<file path="config.mk">
export PLATFORM = sky130hd
export DESIGN_NAME = tx_frame_dma
export DESIGN_NICKNAME = d
export VERILOG_FILES = /design/src/rtl/tfdma_pkg.sv /design/src/rtl/tfdma_regs.sv /design/src/rtl/tfdma_byte_ser.sv /design/src/rtl/tx_frame_dma.sv
export SDC_FILE = /design/constraint.sdc
export NUM_CORES = 1
export LEC_CHECK = 0
export BUFFER_PORTS_ARGS = -buffer_cell sky130_fd_sc_hd__buf_4
export CORE_MARGIN = 2
export CORE_UTILIZATION = 45
export DETAILED_ROUTE_END_ITERATION = 6
export MAX_ROUTING_LAYER = met4
export PLACE_DENSITY_LB_ADDON = 0.12
export RECOVER_POWER = 100
export SETUP_SLACK_MARGIN = 0.2
export SYNTH_ARGS = -nofsm -noshare
export SYNTH_HDL_FRONTEND = slang
export SYNTH_SLANG_ARGS = --single-unit
</file>
<file path="constraint.sdc">
create_clock -name clk -period 2.42 [get_ports clk]
set_input_delay 0.242 -clock clk [delete_from_list [all_inputs] [get_ports clk]]
set_output_delay 0.242 -clock clk [all_outputs]
set_load 0.005 [all_outputs]
</file>
<file path="src/rtl/tfdma_pkg.sv">
package tfdma_pkg;
    typedef enum logic [2:0] {
        ST_IDLE,
        ST_DESC0,
        ST_DESC1,
        ST_DATA,
        ST_SEND,
        ST_WBACK
    } dma_state_t;

    localparam int BIT_EN    = 0;
    localparam int BIT_WRAP  = 1;
    localparam int BIT_IE    = 2;
    localparam int BYP_LO    = 3;
    localparam int BIT_ERR   = 15;
    localparam int DESC_STEP = 8;
endpackage

</file>
<file path="src/rtl/tfdma_regs.sv">
module tfdma_regs #(
    parameter int LEN_W  = 16,
    parameter int ADDR_W = 32
) (
    input  logic              clk,
    input  logic              rst_n,
    input  logic              wr_i,
    input  logic [1:0]        addr_i,
    input  logic [31:0]       wdata_i,
    output logic [31:0]       rdata_o,
    input  logic              stop_i,
    input  logic              irq_i,
    output logic              run_o,
    output logic              gie_o,
    output logic [LEN_W-1:0]  len_o,
    output logic [ADDR_W-1:0] base_o,
    output logic              base_ld_o
);
    logic sticky;

    always_ff @(posedge clk or negedge rst_n) begin
        if (!rst_n) begin
            run_o     <= 1'b0;
            gie_o     <= 1'b0;
            len_o     <= '0;
            base_o    <= '0;
            base_ld_o <= 1'b0;
            sticky    <= 1'b0;
        end else begin
            base_ld_o <= wr_i && (addr_i == 2'd2);
            if (stop_i) run_o <= 1'b0;
            if (wr_i) begin
                unique case (addr_i)
                    2'd0: begin
                        if (wdata_i[0]) run_o <= 1'b1;
                        gie_o <= wdata_i[1];
                    end
                    2'd1: len_o  <= wdata_i[LEN_W-1:0];
                    2'd2: base_o <= {wdata_i[ADDR_W-1:3], 3'b000};
                    2'd3: if (wdata_i[0]) sticky <= 1'b0;
                endcase
            end
            if (irq_i) sticky <= 1'b1;
        end
    end

    always_comb begin
        unique case (addr_i)
            2'd0:    rdata_o = {30'd0, gie_o, run_o};
            2'd1:    rdata_o = 32'(len_o);
            2'd2:    rdata_o = 32'(base_o);
            default: rdata_o = {31'd0, sticky};
        endcase
    end

    AST_STICKY_SET: assert property (@(posedge clk) disable iff (!rst_n)
        irq_i |=> (rdata_o[0] || addr_i != 2'd3) && sticky);
endmodule

</file>
<file path="src/rtl/tfdma_byte_ser.sv">
module tfdma_byte_ser #(
    parameter int WORD_W = 32
) (
    input  logic              clk,
    input  logic              rst_n,
    input  logic              load_i,
    input  logic [WORD_W-1:0] word_i,
    input  logic [2:0]        nbytes_i,
    input  logic              lastw_i,
    input  logic              ready_i,
    output logic              valid_o,
    output logic [7:0]        data_o,
    output logic              last_o,
    output logic              done_o
);
    logic [WORD_W-1:0] shreg;
    logic [2:0]        cnt;
    logic              lastw;

    always_ff @(posedge clk or negedge rst_n) begin
        if (!rst_n) begin
            shreg <= '0;
            cnt   <= '0;
            lastw <= 1'b0;
        end else if (load_i) begin
            shreg <= word_i;
            cnt   <= nbytes_i;
            lastw <= lastw_i;
        end else if (valid_o && ready_i) begin
            shreg <= shreg << 8;
            cnt   <= cnt - 3'd1;
        end
    end

    always_comb begin
        valid_o = (cnt != 3'd0);
        data_o  = shreg[WORD_W-1 -: 8];
        last_o  = valid_o && lastw && (cnt == 3'd1);
        done_o  = valid_o && ready_i && (cnt == 3'd1);
    end

    AST_HOLD_BYTE: assert property (@(posedge clk) disable iff (!rst_n)
        valid_o && !ready_i |=> valid_o && $stable(data_o));
endmodule

</file>
<file path="src/rtl/tx_frame_dma.sv">
module tx_frame_dma
    import tfdma_pkg::*;
#(
    parameter int ADDR_W = 32,
    parameter int LEN_W  = 16,
    parameter int BYP_W  = 5
) (
    input  logic              clk,
    input  logic              rst_n,
    input  logic              reg_wr,
    input  logic [1:0]        reg_addr,
    input  logic [31:0]       reg_wdata,
    output logic [31:0]       reg_rdata,
    output logic              mem_req,
    output logic              mem_we,
    output logic [ADDR_W-1:0] mem_addr,
    output logic [31:0]       mem_wdata,
    input  logic              mem_ack,
    input  logic [31:0]       mem_rdata,
    input  logic              mem_err,
    output logic              tx_valid,
    input  logic              tx_ready,
    output logic [7:0]        tx_data,
    output logic              tx_last,
    output logic [BYP_W-1:0]  tx_bypass,
    output logic              irq
);
    localparam int WORD_B = 4;

    dma_state_t        state, nxt;
    logic [ADDR_W-1:0] ptr, faddr, base;
    logic [31:0]       d0;
    logic [LEN_W-1:0]  left, len;
    logic              err, run, gie, base_ld;
    logic              stop, irq_now, ser_load, ser_done, lastw;
    logic [2:0]        nbytes;

    tfdma_regs #(.LEN_W(LEN_W), .ADDR_W(ADDR_W)) i_regs (
        .clk(clk), .rst_n(rst_n), .wr_i(reg_wr), .addr_i(reg_addr),
        .wdata_i(reg_wdata), .rdata_o(reg_rdata), .stop_i(stop),
        .irq_i(irq_now), .run_o(run), .gie_o(gie), .len_o(len),
        .base_o(base), .base_ld_o(base_ld)
    );

    tfdma_byte_ser #(.WORD_W(32)) i_ser (
        .clk(clk), .rst_n(rst_n), .load_i(ser_load), .word_i(mem_rdata),
        .nbytes_i(nbytes), .lastw_i(lastw), .ready_i(tx_ready),
        .valid_o(tx_valid), .data_o(tx_data), .last_o(tx_last),
        .done_o(ser_done)
    );

    // state register
    always_ff @(posedge clk or negedge rst_n) begin
        if (!rst_n) state <= ST_IDLE;
        else        state <= nxt;
    end

    // next state
    always_comb begin
        nxt = state;
        unique case (state)
            ST_IDLE:  if (run) nxt = ST_DESC0;
            ST_DESC0: if (mem_ack) nxt = mem_rdata[BIT_EN] ? ST_DESC1 : ST_IDLE;
            ST_DESC1: if (mem_ack) nxt = (len == '0) ? ST_WBACK : ST_DATA;
            ST_DATA:  if (mem_ack) nxt = ST_SEND;
            ST_SEND:  if (ser_done) nxt = (left == '0) ? ST_WBACK : ST_DATA;
            ST_WBACK: if (mem_ack) nxt = ST_DESC0;
            default:  nxt = ST_IDLE;
        endcase
    end

    // outputs
    always_comb begin
        mem_req   = 1'b0;
        mem_we    = 1'b0;
        mem_addr  = ptr;
        mem_wdata = d0;
        mem_wdata[BIT_EN]  = 1'b0;
        mem_wdata[BIT_ERR] = err;
        stop      = 1'b0;
        irq_now   = 1'b0;
        ser_load  = 1'b0;
        nbytes    = (left > LEN_W'(WORD_B)) ? 3'(WORD_B) : left[2:0];
        lastw     = (left <= LEN_W'(WORD_B));
        unique case (state)
            ST_IDLE: ;
            ST_DESC0: begin
                mem_req = 1'b1;
                stop    = mem_ack && !mem_rdata[BIT_EN];
            end
            ST_DESC1: begin
                mem_req  = 1'b1;
                mem_addr = ptr + ADDR_W'(WORD_B);
            end
            ST_DATA: begin
                mem_req  = 1'b1;
                mem_addr = faddr;
                ser_load = mem_ack;
            end
            ST_SEND: ;
            ST_WBACK: begin
                mem_req = 1'b1;
                mem_we  = 1'b1;
                irq_now = mem_ack && d0[BIT_IE] && gie;
            end
            default: ;
        endcase
    end

    // datapath
    always_ff @(posedge clk or negedge rst_n) begin
        if (!rst_n) begin
            ptr       <= '0;
            faddr     <= '0;
            d0        <= '0;
            left      <= '0;
            err       <= 1'b0;
            irq       <= 1'b0;
            tx_bypass <= '0;
        end else begin
            irq <= irq_now;
            if (base_ld && state == ST_IDLE) ptr <= base;
            unique case (state)
                ST_DESC0: if (mem_ack) begin
                    d0        <= mem_rdata;
                    tx_bypass <= mem_rdata[BYP_LO +: BYP_W];
                end
                ST_DESC1: if (mem_ack) begin
                    faddr <= {mem_rdata[ADDR_W-1:2], 2'b00};
                    left  <= len;
                    err   <= 1'b0;
                end
                ST_DATA: if (mem_ack) begin
                    left  <= left - LEN_W'(nbytes);
                    faddr <= faddr + ADDR_W'(WORD_B);
                    if (mem_err) err <= 1'b1;
                end
                ST_WBACK: if (mem_ack)
                    ptr <= d0[BIT_WRAP] ? base : ptr + ADDR_W'(DESC_STEP);
                default: ;
            endcase
        end
    end

    AST_ADDR_ALIGNED: assert property (@(posedge clk) disable iff (!rst_n)
        mem_req |-> mem_addr[1:0] == 2'b00);
    AST_REQ_HELD: assert property (@(posedge clk) disable iff (!rst_n)
        mem_req && !mem_ack |=> mem_req && $stable(mem_addr) && $stable(mem_we));
    AST_IRQ_PULSE: assert property (@(posedge clk) disable iff (!rst_n)
        irq |=> !irq);
    AST_LAST_VALID: assert property (@(posedge clk) disable iff (!rst_n)
        tx_last |-> tx_valid);
    AST_NO_TX_IDLE: assert property (@(posedge clk) disable iff (!rst_n)
        state == ST_IDLE |-> !mem_req);
endmodule

</file>
==> metrics <==
Total GRT Usage=29.06%; IO buf count=184; die area=26,480 µm²; global route overflow=0; H-tree Lvls=4; Final min period=2.538 ns; area post-placement=13,350 µm²; critical path arrival=2.30 ns; number of buffers created by CTS=17; antenna cells=0; Worst VDD drop=573.4 µV; Min Hold Slack=0.02620 ns; Clock Sink Count=198; actual slew at the worst max-slew pin=1.923 ns; Worst-Skew Late Latency=0.44 ns; worst endpoint required time=2.18 ns; synth warn=0; Leakage=6.305 nW; GPL Wtd Cong=0.9239; initial DRC count=1,016; fmax=394.0 MHz; Hold Crit Start=reg_wdata[24]; nets@finish=1,510; status=finished with violations; Most used DFF post-synth=dfrtp_1; crit end category=primary output; Post-Syn Instances=1,203; drt pass-1 iters=5; Initial Utilization=45.42%; Clock Root Buffer=clkbuf_16; Final Cell Area=14,520 µm²; Chip Width=162.7 µm; critical path launch point type=flip-flop; period utilization=104.9%; CTS Buffer Depth=2; Via-to-Cell Ratio=6.044; failing checks=max-capacitance violations, max-slew violations, negative setup slack; Max FO, Critical Path=6; Cell variety after synth=77; max_slew headroom=-28.17%; Setup Skew=0.01657 ns; Clock transition at path regs=0.08 ns; TritonCTS clock tree=yes; layout cell share with drive strength beyond 1=34.30%; Pwr Density=1132 nW/µm²; Setup WS post-layout=-0.1182 ns; vias in the first global route=10,323; RSZ-0062 raised after global routing=true; post-synthesis cell area=11,340 µm²; MaxCap Viol Count=2; global-route wire length before repair=58,040 µm; Post-synth EDFFs=0; DPL Wire Length=26,330 µm; #FFs+latches synth=198; Total Routed Length=37,280 µm; DRC=0; syn avg cell area=9.426 µm²; drt wl/cell=21.03 µm; Async S/R FF share, synth=100.0%; CP startpoint=ptr[3]; Hold Fails Final Rpt=0; IO Count=186; largest net degree at the start of global routing=67; r2r startpoint=state[2]; Hold Crit Class=input pin to flip-flop; via count=10,716; initial antenna violation count=0; WS Path Type=flip-flop to primary output; Final Slew Violations=92; post-layout util=58.18%; die height=162.7 µm; Core Region=24,960 µm²; area grow syn2layout=28.08%; sequential share of the synthesized area=43.69%; Routed Antenna Nets=0; Final Setup Violations=13; setup TNS=-0.6377 ns; row count=58
## placed cells by master (no fill, tap or decap), types with 20 or more instances in the layout
master    instances
o22ai_1          49
mux2i_1          45
clkbuf_4         75
nand2_1         116
nor2_1           59
inv_1            20
dfrtp_1         187
nor3_1           25
mux2_2           76
buf_4           202
nand4_1          26
nand3_1          53
a21oi_1          60
o21ai_0          68
## Yosys cell counts, drive strengths merged, types with 3 or more instances
master  instances  share of area [%]
o311ai          3               0.23
buf            49                2.6
a221o          12                1.1
a21o            4               0.26
nand2         118                3.9
nor2b           5               0.28
o21ai          74                3.3
a22oi          13               0.86
a211oi          7               0.46
nor4b           3               0.23
and2           30                1.7
or3             8               0.44
nor4           19                1.5
a41oi           5               0.39
clkbuf         58                2.1
o211a           4               0.35
and4            9               0.70
nor3b           3               0.24
o21a            7               0.46
o22ai          50                2.8
inv            20               0.66
a22o           14                1.1
nand3          57                2.6
nand4          28                1.7
o31ai           6               0.40
ha              7               0.77
a31oi           7               0.39
mux2i          45                4.0
a211o           3               0.23
nor3           34                1.6
o211ai          5               0.33
dfrtp         198                 44
nor2           64                2.2
nand2b          7               0.39
and3           18               0.99
a31o            7               0.54
a21oi          75                3.4
a311oi         17                1.3
mux2           77                7.6
nand3b          4               0.26
## stage by stage
step                      worst slack [ns]  power (W)  instances
after floorplan                     0.3689   0.009835       1204
final                              -0.1182    0.01644       1773
after global placement              0.1331    0.01292       1694
after detailed placement          -0.02437    0.01307       1694
after global routing               -0.1940    0.01747       1773
after CTS                         -0.08506    0.01650       1764
## logic make-up after synthesis
logic type | share of synthesized area [%]
AND/OR/NAND/NOR | 19.22
AO/OA/AOI/OAI | 19.20
flip-flops | 43.69
buffers and inverters | 5.307
multiplexers | 11.62
adder cells (fa/ha/maj) | 0.7723
XOR/XNOR | 0.1545
other | 0.03307
## per-layer routing
layer / share of wire, % / GRT usage [%] / up-vias
met4: 2.3 / 8.126 / 0
li1: - / - / 4959
met2: 49 / 46.67 / 396
met1: 43 / 39.00 / 5307
met5: 0 / - / -
met3: 5.8 / 3.616 / 54
## state kept, by name, summed over array words and instances (netlist names)
signal,count
i_ser.shreg,32
ptr,32
faddr,30
i_regs.base_o,29
d0,26
i_regs.len_o,16
left,16
tx_bypass,4
i_ser.cnt,3
state,3
err,1
i_regs.base_ld_o,1
i_regs.gie_o,1
i_regs.run_o,1
i_regs.sticky,1
i_ser.lastw,1
irq,1
## critical path: stages, from the launching register on
cell,delay [ns]
dfrtp_1,0.36
buf_4,0.15
ha_4,0.16
nand3_4,0.11
nor4_4,0.26
buf_4,0.21
nand3_1,0.10
nor4_1,0.31
nor3_2,0.06
buf_4,0.14
## timing repair
action                     in CTS  in global routing
setup endpoints to repair      30                 36
pin swaps                      34                 17
buffers inserted               35                  9
resized for setup              79                 25
hold buffers                    2                  0
gates cloned                    2                  0
hold endpoints to repair       58                  0
## final timing paths
path,endpoint,slack (ns),depth (start not counted)
worst max-delay path,mem_addr[30],-0.12,9
worst min-delay path,i_regs.base_o[24],0.03,2
worst max register to register,ptr[28],0.02,8
worst min register to register,ptr[1],0.48,1
max in group asynchronous,ptr[15],0.24,3
min in group asynchronous,tx_bypass[1],0.70,2
## final cells by class
cell class	count	area (µm²)
fill	2252	10440
clock buffer	18	429.2
multi-input combinational	879	6078
clock inverter	13	166.4
inverter	20	75.07
timing repair buffer	315	2394
tap	330	412.9
sequential	198	4969
## report_power, final
group / leakage [nW] / switching, W / internal, W
sequential: 2.42 / 0.00142 / 0.00449
clock: 0.290 / 0.00139 / 0.00156
combinational: 3.60 / 0.00387 / 0.00372
Note: power is estimated with default switching activity, not from simulation.
